### src/rtl/enmode_pkg.sv
`timescale 1ns/1ps
package enmode_pkg;

  typedef enum logic [1:0] {
    MODE_SHUT  = 2'd0,
    MODE_STBY  = 2'd1,
    MODE_BOOST = 2'd2
  } mode_t;

  // upper comparator dominates, then lower, else shutdown
  function automatic mode_t level_to_mode(input logic above_lo, input logic above_hi);
    if (above_hi)      return MODE_STBY;
    else if (above_lo) return MODE_BOOST;
    else               return MODE_SHUT;
  endfunction

endpackage

### src/rtl/enmode_sync.sv
`timescale 1ns/1ps
module enmode_sync #(
  parameter int WIDTH  = 2,
  parameter int STAGES = 2
) (
  input  logic             clk,
  input  logic             rst,
  input  logic [WIDTH-1:0] d,
  output logic [WIDTH-1:0] q
);

  logic [STAGES-1:0][WIDTH-1:0] stg;

  always_ff @(posedge clk) begin
    if (rst) stg <= '0;
    else     stg <= {stg[STAGES-2:0], d};
  end

  assign q = stg[STAGES-1];

endmodule

### src/rtl/enmode_decode.sv
`timescale 1ns/1ps
module enmode_decode
  import enmode_pkg::*;
(
  input  logic  above_lo,
  input  logic  above_hi,
  output mode_t req
);

  always_comb req = level_to_mode(above_lo, above_hi);

endmodule

### src/rtl/enmode_qual.sv
`timescale 1ns/1ps
module enmode_qual
  import enmode_pkg::*;
#(
  parameter int QUAL_CYC = 2500
) (
  input  logic  clk,
  input  logic  rst,
  input  mode_t req,
  output mode_t acc
);

  localparam int            CW   = $clog2(QUAL_CYC + 1);
  localparam logic [CW-1:0] LAST = CW'(QUAL_CYC - 1);

  mode_t         cand;
  logic [CW-1:0] run;

  // a changed request restarts the run at one; acceptance after QUAL_CYC equal samples
  always_ff @(posedge clk) begin
    if (rst) begin
      cand <= MODE_SHUT;
      run  <= '0;
      acc  <= MODE_SHUT;
    end else if (req != cand) begin
      cand <= req;
      run  <= CW'(1);
    end else if (run == LAST) begin
      acc  <= cand;
    end else begin
      run  <= run + 1'b1;
    end
  end

endmodule

### src/rtl/enmode_seq.sv
`timescale 1ns/1ps
module enmode_seq
  import enmode_pkg::*;
#(
  parameter int ENTRY_CYC = 50000
) (
  input  logic  clk,
  input  logic  rst,
  input  mode_t acc,
  output mode_t mode,
  output logic  boost_en,
  output logic  pass_en,
  output logic  sd_clr
);

  localparam int            TW    = $clog2(ENTRY_CYC + 1);
  localparam logic [TW-1:0] TLAST = TW'(ENTRY_CYC - 1);

  mode_t         nxt;
  logic [TW-1:0] tmr, tmr_nxt;

  always_comb begin
    nxt     = mode;
    tmr_nxt = tmr;
    // entry timer runs only while boost stays requested
    if (acc != MODE_BOOST)
      tmr_nxt = '0;
    else if (mode != MODE_BOOST && tmr != TLAST)
      tmr_nxt = tmr + 1'b1;
    case (acc)
      MODE_SHUT:  nxt = MODE_SHUT;
      MODE_STBY:  nxt = MODE_STBY;
      MODE_BOOST: begin
        // shutdown always goes through standby
        if (mode == MODE_SHUT)
          nxt = MODE_STBY;
        else if (mode == MODE_STBY && tmr == TLAST)
          nxt = MODE_BOOST;
      end
      default:    nxt = MODE_SHUT;
    endcase
  end

  always_ff @(posedge clk) begin
    if (rst) begin
      mode     <= MODE_SHUT;
      tmr      <= '0;
      boost_en <= 1'b0;
      pass_en  <= 1'b0;
      sd_clr   <= 1'b1;
    end else begin
      mode     <= nxt;
      tmr      <= tmr_nxt;
      boost_en <= (nxt == MODE_BOOST);
      pass_en  <= (nxt != MODE_SHUT);
      sd_clr   <= (nxt == MODE_SHUT);
    end
  end

endmodule

### src/rtl/enmode_sel.sv
`timescale 1ns/1ps
module enmode_sel
  import enmode_pkg::*;
#(
  parameter int QUAL_CYC  = 2500,
  parameter int ENTRY_CYC = 50000,
  parameter int SYNC_STG  = 2
) (
  input  logic       clk,
  input  logic       rst,
  input  logic       lvl_above_lo,
  input  logic       lvl_above_hi,
  output logic       boost_en,
  output logic       pass_en,
  output logic       sd_clr,
  output logic [1:0] mode_o
);

  logic [1:0] lvl_s;
  mode_t      req, acc, mode;

  enmode_sync #(.WIDTH(2), .STAGES(SYNC_STG)) u_sync (
    .clk (clk),
    .rst (rst),
    .d   ({lvl_above_hi, lvl_above_lo}),
    .q   (lvl_s)
  );

  enmode_decode u_dec (
    .above_lo (lvl_s[0]),
    .above_hi (lvl_s[1]),
    .req      (req)
  );

  enmode_qual #(.QUAL_CYC(QUAL_CYC)) u_qual (
    .clk (clk),
    .rst (rst),
    .req (req),
    .acc (acc)
  );

  enmode_seq #(.ENTRY_CYC(ENTRY_CYC)) u_seq (
    .clk      (clk),
    .rst      (rst),
    .acc      (acc),
    .mode     (mode),
    .boost_en (boost_en),
    .pass_en  (pass_en),
    .sd_clr   (sd_clr)
  );

  assign mode_o = mode;

endmodule

### config.mk
export PLATFORM = sky130hd
export DESIGN_NAME = enmode_sel
export DESIGN_NICKNAME = d
export VERILOG_FILES = /design/src/rtl/enmode_pkg.sv /design/src/rtl/enmode_sync.sv /design/src/rtl/enmode_decode.sv /design/src/rtl/enmode_qual.sv /design/src/rtl/enmode_seq.sv /design/src/rtl/enmode_sel.sv
export SDC_FILE = /design/constraint.sdc
export NUM_CORES = 1
export LEC_CHECK = 0
export CAP_MARGIN = 20
export CORE_MARGIN = 1.5
export CORE_UTILIZATION = 55
export DETAILED_ROUTE_END_ITERATION = 10
export DONT_BUFFER_PORTS = 1
export PLACE_DENSITY = 0.7
export SYNTH_ARGS = -nofsm -noshare
export SYNTH_HDL_FRONTEND = slang
export SYNTH_SLANG_ARGS = --single-unit
### constraint.sdc
create_clock -name clk -period 1.6 [get_ports clk]
set_input_delay 0.32 -clock clk [delete_from_list [all_inputs] [get_ports clk]]
set_output_delay 0.32 -clock clk [all_outputs]
set_load 0.1 [all_outputs]
==> results.txt, run 1 <==
Setup repair after global routing could not meet its margin everywhere. The core area came out at 3130 um^2. Summing all multi-input logic gate instances after layout gives 1060 um^2. After detailed placement, the design holds a cell count of 267. The leakage component of the power is between 0.7 and 0.8 nW. The synthesized netlist net count is 213.

The global-route congestion overflow total came out at 0. The TritonCTS buffer count came out at 5. The tightest hold path in the finished design has a slack of 0.0875 ns. The global routing usage summed across all routing layers is 22.7%. By startpoint and endpoint, the worst setup path is classified as reg2reg. The power density of the placed cells is 763 nW/um^2. In this run the power spent charging and discharging nets is around 0.37 mW. The clock sink count came out at 41. The final critical-path required period is 1.64 ns. The final reports fail on negative setup slack.

The number of max-cap violations is 0. The final core utilization is about three quarters. The clock share of power is 37.9%.

Registers are responsible for around 60% of the overall power. The remaining antenna violation count after routing came out at 0. In the final layout, the share of cells above drive strength 1 is 25.7%. The die is 60.9 um tall.

Signal routing reaches up to met4. The met2 wire length is roughly 2000 um. For this run, the detailed router's first-pass iteration total came to 4. The minimum setup slack in the final design is -0.0414 ns. The top cell family by delay on the critical path is simple AND/OR/NAND/NOR gates.

In this run the cell area measured after placement is 2060 um^2. In this run the worst path has a maximum fanout of 4. The proportion of netlist area held by the largest area contributor came out at around 45%. Of the total power, the share spent switching nets is between 20% and 30%. The post-DP HPWL is 2720 um. The flow ran to the end, but the final reports show violations.

The count of final max-slew check failures came out at 0. The pin count of the biggest net entering global routing came out at 15. In the final layout, flip-flops and latches occupy ~840 um^2. The source-to-sink clock delay at the later pin of the worst-skew pair is 0.36 ns.

The count of routing violations after the opening detailed-route iteration came out at 122. Setup violations remaining at the end of the flow were counted as 4. The finished cells cover 2300 um^2. The synthesized design contains 0 enable-type register cells. The via count of the first global-routing pass was around 1500.

The share of total power dissipated in combinational logic is 3.0%. The number of buffers inserted by port buffering is 0. The number of cells in the finished layout apart from fillers came out at 281.

The final estimated routing congestion in global placement is 0.796. The synthesis-stage register bit count came out at just over 40. By area the synthesized netlist is led by dfxtp_1, xnor2_1, nand3_1, a21oi_1, nor2_1.

The post-detailed-route DRC marker count came out at 0. The endpoint arrival time on the critical path is 1.90 ns. The part of the Yosys area used for sequential elements came out at 44.5%. STA classifies the critical path endpoint as a flop.

The biggest area contributor in the post-synthesis netlist is dfxtp_1. The number of standard cells after synthesis came out at 205. Synthesis instantiated 35 different standard cells from the library. The worst-margin pin slew came out at 0.494 ns. The final net count came out at approximately 240. The number of hold-slack violations in the final timing report was 0. 9 I/O pins were placed. Measured against its own limit, the worst slew margin works out to 66.6%.

The maximum clock insertion buffer count came out at 2. The effective utilization at floorplan is between 50% and 60%. The detailed-route wire length on metal 1 is 1750 um. The final routed wire length divided by cell count came out at 14.2 um. The data required time of the worst path is 1.86 ns.

The initial antenna violation count was 0. In the synthesized netlist the dominant register cell turns out to be dfxtp_1. The internal power summed over all cells is between 1 and 1.5 mW.

The TritonCTS clock tree is done. STA classifies the critical path startpoint as a flop. The area growth from synthesis to final layout is 24.5%. The total vias in the final route came out at 1626. The share of synthesized registers carrying an async set or reset is 0%. The worst clock skew came out at approximately 0.012 ns. The vias per cell is 5.79. The filler cells instantiated in the layout total 223. The library cell used most frequently in the layout, excluding fill and tap cells, is dfxtp_1. The setup total negative slack came out at -0.0669 ns. The number of buffers and inverters on the critical path is 0. The x dimension of the die came out at between 60 and 70 um. The signal on the critical path passes through nor4bb_2 -> nand4b_1 -> nor3b_1 -> o21ai_0. In the layout the commonest cells are dfxtp_1, buf_4, nor2_1. The initialized floorplan defines 20 standard-cell rows.

The repair_antennas step left the layout with diodes totalling 0. For this run, the top clock speed supported by timing is 609 MHz. The mapped cell area is roughly 1800 um^2. The H-tree was split into 2 levels.

IR analysis of the VDD net gives a maximum drop of approximately 0.59 mV. The total wirelength of the detailed-routed design is 3990 um. The cell at the root of the clock tree is clkbuf_4. The post-route clock period utilization came out at 103%. The area of the die is 3710 um^2. The number of warnings issued by yosys is 0. The routed wire length on met3 is ~150 um. The delay contributed by the slowest stage of the critical path came out at approximately 0.52 ns. The post-CTS clock slew at the launch and capture registers of the worst setup and hold paths is 0.12 ns.

A synthesized cell averages 9.00 um^2. The path class of the tightest hold or removal check is in2reg. The cell at the slowest stage of the critical path is nor4bb_2. The global-route wire length before repair is 6180 um.
-- cell families after synthesis --
logic type / synth area share [%]
and+or+nand+nor: 29.9
DFF: 44.5
AOI/OAI and AO/OA: 9.97
xor gates and xnor gates: 8.07
buffers and inverters: 4.27
adders and majority gates: 2.71
muxes: 0.543
-- flip-flops by register name (all words and copies together), names as in the netlist --
name	count
u_seq.tmr	16
u_qual.run	12
u_qual.acc	2
u_qual.cand	2
u_seq.mode	2
u_sync.q	2
u_sync.stg	2
u_seq.boost_en	1
u_seq.pass_en	1
u_seq.sd_clr	1
-- power groups by stage --
stage / Sequential [mW] / Clock [mW] / Combinational, mW
2_1_floorplan: 1.06 / 0 / 0.0334
3_3_place_gp: 1.06 / 0 / 0.0428
3_5_place_dp: 1.06 / 0 / 0.0462
4_1_cts: 1.03 / 0.680 / 0.0486
5_1_grt: 1.04 / 0.729 / 0.0584
6_report: 1.03 / 0.665 / 0.0533
-- synthesized netlist by cell type (2+ instances only) --
master	instances
nand3b_1	2
nor4b_1	2
o21ai_0	8
clkbuf_8	2
or4_1	6
nor2b_1	6
inv_1	7
nand4_1	3
o21a_1	3
xnor2_1	13
nand2_1	8
nor2_1	16
clkbuf_2	2
dfxtp_1	41
nor4bb_1	3
nand3_1	15
nor3b_1	2
nand2b_1	5
nor4_1	5
and3_1	3
o31ai_1	5
nor3_1	11
xor2_1	4
ha_1	4
clkbuf_1	4
or3_1	4
a21oi_1	13
-- cell type report --
type,count,share of cell area (%)
flip-flops and latches,41,36.5
multi-input cells,150,46.3
well taps,44,2.40
clock inverters,2,1.53
clock buffers,6,1.80
inverters,7,1.14
repair buffers,31,10.4
-- per-stage QoR --
stage	setup slack, ns	power (mW)
finish	-0.0414	1.75
global route	-0.0959	1.82
CTS	-0.00277	1.76
floorplan	-0.0722	1.09
global placement	0.0130	1.10
detailed placement	-0.0710	1.11
-- metal layers --
layer	GRT usage, %	vias to the layer above
li1	-	800
met1	24.3	777
met4	9.63	0
met2	40.9	41
met3	7.25	8
met5	0	-
-- final timing paths --
kind	startpoint	end	slack, ns	depth (start not counted)
setup / recovery	u_seq.tmr[14]	u_seq.mode[0]	-0.04	4
hold / removal	lvl_above_lo	u_sync.stg[0]	0.09	1
hold reg to reg	u_sync.stg[1]	u_sync.q[1]	0.46	1
setup reg to reg	u_seq.tmr[14]	u_seq.mode[0]	-0.04	4
-- repair_timing --
item	in CTS	in global routing
buffers inserted	0	3
hold endpoints to repair	1	8
pin swaps	2	2
setup endpoints to repair	8	16
resized for setup	10	16
hold buffers	1	1
cloned	0	1
(Power assumes the default switching activity.)
==> inputs of run 2 (changes only) <==
SYNTH_HIERARCHICAL = 1   (was unset)
==> results.txt, run 2 <==
The mux contribution to synthesized area was 0% (-0.54 points). The synthesized netlist net count was 214 (+0.47%). The vias per cell is 5.57 (-3.8%).

In this run the worst setup path begins at u_seq/tmr[4]. The number of placed instances with taps included is 275 (+3.0%). The proportion of netlist area held by the largest area contributor was 43.7% (-0.80 points). The final routed wire length divided by cell count came out at 13.8 um (-3.2%). The number of antenna repair diodes was 0 (unchanged). The number of enable flip-flop cells after synthesis came out at 0 (unchanged).

The data required time of the worst path is 1.84 ns (-0.02 ns). The final estimated routing congestion in global placement came out at 0.893 (+12%). The number of flip-flops under the largest register name is 16 (unchanged).

The height of the die is 61.4 um (+0.87%). The flow ran to the end, but the final reports show violations. The tree is rooted in a clkbuf_4. The number of unique standard cell types used by synthesis is 43 (+23%). The compound-cell area share of the yosys netlist is 12.3% (+2.4 points).

The part of the Yosys area used for sequential elements was 43.7% (-0.80 points). The post-detailed-route DRC marker count is 0 (unchanged). The final critical-path required period was 1.71 ns (+0.0691 ns). The startpoint identified for the worst register-to-register timing path is u_seq/tmr[4]. The cell type with the highest aggregate area in the netlist is dfxtp_1.

Ranked by flip-flop count, first place goes to u_seq/tmr. The count of TritonRoute iterations in the first routing pass was 4 (unchanged). The area of the die is 3770 um^2 (+1.7%). In the final layout, the registers with the most flip-flops are u_seq/tmr: 16 flops, u_qual/run: 12 flops. The count of buffers added by post-CTS timing repair for setup came out at 0 (unchanged).

The CTS H-tree depth is 2 (unchanged). The number of standard cells after synthesis is 206 (+0.49%). The worst hold slack after final layout came to 0.0343 ns (-0.0532 ns). The global-route congestion overflow total is 0 (unchanged). In this run the most critical hold path is launched from rst. The post-route cell area came out at 2350 um^2 (+2.6%). The most used flip-flop cell after synthesis is dfxtp_1. The worst setup slack before clock tree synthesis is -0.101 ns (-0.0298 ns). The core area came out at 3310 um^2 (+5.8%). The simple-gate area share of the yosys netlist came out at 29.8% (-0.14 points).

After synthesis, the most frequently instantiated cells are dfxtp_1, nor2_1, nand2_1. The fmax is 585 MHz (-4.0%). The pin count of the biggest net entering global routing came out at 16 (+1).

The tightest min-delay check is of the in2reg type. The clock sink count came out at 41 (unchanged). The tightest slew margin relative to the limit is 75.5% (+8.9 points). The instance area after placement is 2150 um^2 (+4.6%).

After synthesis, the largest family of logic cells by area is simple AND/OR/NAND/NOR gates. The worst-margin pin slew is 0.364 ns (-0.129 ns). The post-synthesis average cell area was 9.12 um^2 (+1.3%). The post-synthesis share of cell area spent on full adders, half adders and majority gates is 2.66% (-0.049 points). The count of final max-slew check failures came out at 0 (unchanged). The I/O pin total came to 9 (unchanged). The worst hold path terminates at u_qual/cand[1].

The number of buffers inserted by port buffering came out at 0 (unchanged). The worst clock skew is 0.0189 ns (+0.00711 ns). After synthesis, the cell types taking the most area are dfxtp_1, xor2_1, nor2_1, a21oi_1, nand2_1. The post-DP HPWL is 2740 um (+0.95%). The final net count came to 247 (+1.2%). The endpoint class of the critical path is a flop. The TritonCTS buffer count is 5 (unchanged). The power density of the placed cells was 742 nW/um^2 (-2.8%). The ratio of cells with drive above 1 in the final layout came out at 29.6% (+3.8 points). The count of endpoints failing setup in the final report is 12 (+8).

The minimum setup slack in the final design is -0.110 ns (-0.0691 ns). The number of max-cap violations came to 0 (unchanged). The share of synthesized registers carrying an async set or reset came out at 0% (unchanged). The number of cells in the finished layout apart from fillers was 286 (+1.8%).

The leakage component of the power came out at 0.864 nW (+15%). The hold path depth came out at 1 (unchanged). The synthesis-stage register bit count came out at 41 (unchanged). The checks that failed: negative setup slack. The largest fanout of any net on the critical path is 4 (unchanged). The source-to-sink clock delay at the later pin of the worst-skew pair was 0.35 ns (about the same). The total wirelength of the detailed-routed design came out at 3940 um (-1.5%). The endpoint arrival time on the critical path came out at 1.95 ns (+0.05 ns). The maximum clock insertion buffer count is 2 (unchanged). The via count of the first global-routing pass came out at 1479 (-1.5%). The worst-case register-to-register setup slack is -0.11 ns (-0.07 ns). The area growth from synthesis to layout is 25.4%.

The row count came to 21 (+5.0%). Setup repair after global routing could not meet its margin everywhere. The final core utilization came out at 71.1% (-2.3 points).

The x dimension of the die came out at 61.4 um (+0.87%). The number of warnings issued by yosys came out at 6 (+6). The TritonCTS clock tree is done. The initial antenna violation count is 0 (unchanged). The global routing usage summed across all routing layers is 22.5% (-0.16 points). The post-CTS clock slew at the launch and capture registers of the worst setup and hold paths came to 0.13 ns (about the same). STA classifies the critical path startpoint as a flop.

The number of hold-slack violations in the final timing report is 0 (unchanged). The share of the synthesized netlist area taken by xor and xnor gates came out at 7.93% (-0.15 points). Among all cell types in the netlist, the one instantiated most often is dfxtp_1. The mapped cell area came out at 1880 um^2 (+1.8%). The critical path in this run is classified as reg2reg. The end of the worst register-to-register path is u_seq/sd_clr. The worst reg2reg path depth is 5 (+1). The library cell used most frequently in the layout, excluding fill and tap cells, is dfxtp_1. Leaving out fill and tap cells, the most frequent cells in the layout are dfxtp_1, buf_4, nor2_1. The total of fill cells in the finished design came out at 272 (+22%). The effective utilization at floorplan was 56.7% (-2.2 points). The remaining antenna violation count after routing is 0 (unchanged). The post-route clock period utilization came to 107% (+4.3 points). The global-route wire length before repair is 6280 um (+1.7%).

The maximum resistive drop on vdd came out at 0.566 mV (-4.1%). The total vias in the final route is 1592 (-2.1%). The count of routing violations after the opening detailed-route iteration came to 98 (-20%).
run 2: cell types whose count changed after synthesis, sizes merged, moves of 4 or more:
cell / before / now
nor3: 11 / 3
clkbuf: 8 / 4
nand3: 15 / 10
nand2: 8 / 16
nor2: 16 / 20
xnor2: 13 / 6
xor2: 4 / 11
buf: 0 / 5
run 2: through the flow:
step           power [mW]  setup TNS, ns
3_5_place_dp         1.11         -0.703
4_1_cts              1.77          -1.01
2_1_floorplan        1.10         -0.486
5_1_grt              1.82          -1.43
6_report             1.75         -0.606
3_3_place_gp         1.10         -0.395
run 2: critical path: stages, from the launching register on:
cell	delay, ns
dfxtp_2	0.34
or4b_4	0.54
nor4_4	0.21
buf_4	0.17
a21oi_2	0.07
a211o_1	0.26
run 2: report_power, final:
group	leakage, nW	switching (mW)	internal, mW	total, mW
Sequential	0.337	0.00860	1.03	1.04
Clock	0.0422	0.331	0.328	0.658
Combinational	0.485	0.0278	0.0250	0.0527
run 2: repair_timing:
action,in CTS,in global routing
gates cloned,0,1
hold endpoints to repair,0,3
resized for setup,3,23
pin swaps,1,6
hold buffers,0,2
setup endpoints to repair,13,19
run 2: area by class of cell:
type | count | area, um^2 | area share, %
Clock inverter | 2 | 35.0 | 1.49
Clock buffer | 6 | 41.3 | 1.75
Sequential cell | 41 | 838 | 35.6
Inverter | 4 | 15.0 | 0.638
Tap cell | 46 | 57.6 | 2.44
Multi-Input combinational cell | 152 | 1090 | 46.3
Timing Repair Buffer | 35 | 277 | 11.7
run 2: per-layer routing:
metal  global-route usage, %  up-vias  routed length, um
met3                    5.67        4                116
li1                        -      804                  -
met5                       0        -                  0
met4                    7.60        0                 39
met2                    40.9       27               2140
met1                    25.7      757               1640
run 2: kinds of logic (layout without fill, tap and decap cells):
family                   Yosys count  in the layout
AO/OA/AOI/OAI                     35             35
XOR/XNOR                          17             17
adder cells (fa/ha/maj)            4              4
buffers and inverters             13             47
flip-flops                        41             41
AND/OR/NAND/NOR                   96             96
run 2: how the worst max path moves through the flow:
stage	end	slack [ns]	depth (start not counted)
floorplan	u_seq/sd_clr	-0.14	5
global placement	u_seq/sd_clr	-0.07	5
detailed placement	u_seq/tmr[0]	-0.10	6
CTS	u_seq/tmr[0]	-0.13	6
global route	u_seq/sd_clr	-0.18	5
finish	u_seq/sd_clr	-0.11	5
==> inputs of run 3 (changes only) <==
--- a/constraint.sdc
+++ b/constraint.sdc
@@ -3,2 +3,2 @@
 set_output_delay 0.32 -clock clk [all_outputs]
-set_load 0.1 [all_outputs]
+set_load 0.005 [all_outputs]
==> results.txt, run 3 (synthesis results as in run 2) <==
The flow ran to the end, but the final reports show violations. The final reports fail on negative setup slack. The x dimension of the die is 61.4 um (unchanged).

The type of element launching the critical path is a flop. The minimum setup slack in the final design came to -0.155 ns (-0.0442 ns). The initial antenna violation count came to 0 (unchanged). The number of antenna repair diodes is 0 (unchanged). The height of the die is 61.4 um (unchanged).

The worst-margin pin slew came to 0.365 ns (+0.00106 ns). The number of hold-slack violations in the final timing report is 0 (unchanged). The sequential power share is 58.4% (-0.9 points). The count of routing violations after the opening detailed-route iteration came out at 112 (+14%). The CTS H-tree depth came out at 2 (unchanged). The fmax came out at 570 MHz (-2.5%). The post-DP HPWL came out at 2670 um (-2.5%).

The maximum clock insertion buffer count came out at 2 (unchanged). The endpoint arrival time on the critical path is 2.02 ns (+0.07 ns). The post-route clock period utilization came out at 110% (+2.8 points). The final estimated routing congestion in global placement came out at 0.793 (-11%). The worst clock skew came out at 0.0170 ns (-0.00197 ns). The leakage component of the power is 0.884 nW (+2.3%).

The ratio of cells with drive above 1 in the final layout came to 30.8% (+1.3 points). The cell at the root of the clock tree is clkbuf_4. TritonCTS built the clock tree. The final critical-path required period came out at 1.75 ns (+0.0442 ns). The number of flip-flops under the largest register name was 16 (unchanged).

The final core utilization came to 71.0% (-0.11 points). The final routed wire length divided by cell count is 14.1 um (+2.3%). The worst hold slack after final layout came out at 0.0511 ns (+0.0168 ns). The final net count came out at 247 (unchanged). The clock share of power is 38.3% (+0.6 points). The count of endpoints failing setup in the final report is 13 (+1). The via count of the first global-routing pass came to 1489 (+0.68%).

The count of final max-slew check failures is 0 (unchanged). The row count is 21 (unchanged). The worst setup path is captured at a flop. The area of the die is 3770 um^2 (unchanged). The critical path is of the reg2reg type.

The commonest non-fill, non-tap cell in the layout is dfxtp_1. The effective utilization at floorplan was 56.7% (unchanged). The internal power summed over all cells is 1.39 mW (+0.80%).

The total vias in the final route is 1591 (-0.063%). The vias per cell is 5.56 (about the same). The post-CTS clock slew at the launch and capture registers of the worst setup and hold paths is 0.13 ns (about the same). The tightest min-delay check is of the in2reg type.

In the layout the commonest cells are dfxtp_1, buf_4, nor2_1. The TritonCTS buffer count came out at 5 (unchanged). The switching power is 0.392 mW (+6.7%). The power density of the placed cells is 758 nW/um^2 (+2.2%). The core area came out at 3310 um^2 (unchanged). The net switching share of the total power is 22.0% (+0.97 points). The count of TritonRoute iterations in the first routing pass came to 4 (unchanged). The number of buffers inserted by port buffering is 0 (unchanged).

The I/O pin total is 9 (unchanged). The maximum resistive drop on vdd came to 0.647 mV (+14%). Relative to the synthesized area, the layout overhead comes to 25.2%. The tightest slew margin relative to the limit is 75.4% (about the same). The register with the highest flop count is u_seq/tmr. The number of max-cap violations came out at 0 (unchanged). The post-route total power is 1.78 mW (+2.0%).

In the final layout, the registers with the most flip-flops are u_seq/tmr: 16 flops, u_qual/run: 12 flops. The data required time of the worst path came to 1.86 ns (+0.02 ns). Setup repair after global routing could not meet its margin everywhere. The total wirelength of the detailed-routed design came out at 4030 um (+2.3%).

The global routing usage summed across all routing layers is 23.3% (+0.80 points). The global-route congestion overflow total was 0 (unchanged). The global-route wire length before repair was 6400 um (+2.0%). The post-detailed-route DRC marker count is 0 (unchanged).

The clock sink count came out at 41 (unchanged). The share of power burned in combinational logic is 3.4% (+0.4 points). The largest fanout of any net on the critical path came out at 8 (+4). The pin count of the biggest net entering global routing came out at 15 (-1). The source-to-sink clock delay at the later pin of the worst-skew pair is 0.35 ns (about the same).

The remaining antenna violation count after routing is 0 (unchanged).
run 3: changes by cell type in the layout (fill, tap and decap cells not counted), sizes merged:
cell | before | now
clkinvlp | 0 | 1
clkbuf | 6 | 5
run 3: stage by stage:
stage                     setup WS [ns]  TNS [ns]  instance area (um^2)  cells
after floorplan                  -0.133    -0.377                  1890    206
after global placement          -0.0900    -0.453                  2130    275
after detailed placement        -0.0829    -0.605                  2130    275
after CTS                        -0.119    -0.861                  2270    285
after global routing             -0.223     -1.95                  2350    286
final                            -0.155     -1.20                  2350    286
run 3: worst max-delay path, cell delays in order (launching register included):
cell and delay [ns]:
dfxtp_2 0.35, or4b_1 0.58, nor4_4 0.25, buf_6 0.17, buf_6 0.13, o211ai_1 0.11
o31ai_1 0.09
run 3: final cells by class:
type / count / area [um^2]
inverter: 4 / 15.0
sequential: 41 / 832
tap: 46 / 57.6
fill: 259 / 960
clock buffer: 5 / 37.5
multi-input combinational: 152 / 1080
clock inverter: 3 / 46.3
timing repair buffer: 35 / 283
run 3: repair_timing:
action / CTS / global route
cloned: 0 / 0
resized for setup: 14 / 17
pin swaps: 10 / 10
hold endpoints to repair: 9 / 1
hold buffers: 1 / 1
endpoints found under the setup margin: 13 / 15
buffers inserted: 1 / 0
run 3: worst paths after layout:
path,startpoint,to,slack (ns),depth (start not counted)
worst min register to register,u_sync/stg[0],u_sync/q[0],0.46,1
worst max-delay path,u_seq/tmr[5],u_seq/tmr[1],-0.15,6
worst min-delay path,rst,u_seq/sd_clr,0.05,1
worst max register to register,u_seq/tmr[5],u_seq/tmr[1],-0.15,6
run 3: metal layers:
| layer | part of all wire, % | track usage, % | wire length (um) |
|---|---|---|---|
| met5 | 0 | 0 | 0 |
| met3 | 2.8 | 6.30 | 111 |
| met1 | 43 | 27.4 | 1740 |
| met2 | 53 | 41.5 | 2150 |
| met4 | 0.72 | 7.29 | 29 |
run 3: power by group through the flow:
stage | sequential (mW) | combinational [mW] | clock (mW)
3_3_place_gp | 1.06 | 0.0483 | 0
6_report | 1.04 | 0.0597 | 0.682
4_1_cts | 1.04 | 0.0569 | 0.706
3_5_place_dp | 1.06 | 0.0509 | 0
2_1_floorplan | 1.06 | 0.0425 | 0
5_1_grt | 1.04 | 0.0671 | 0.745
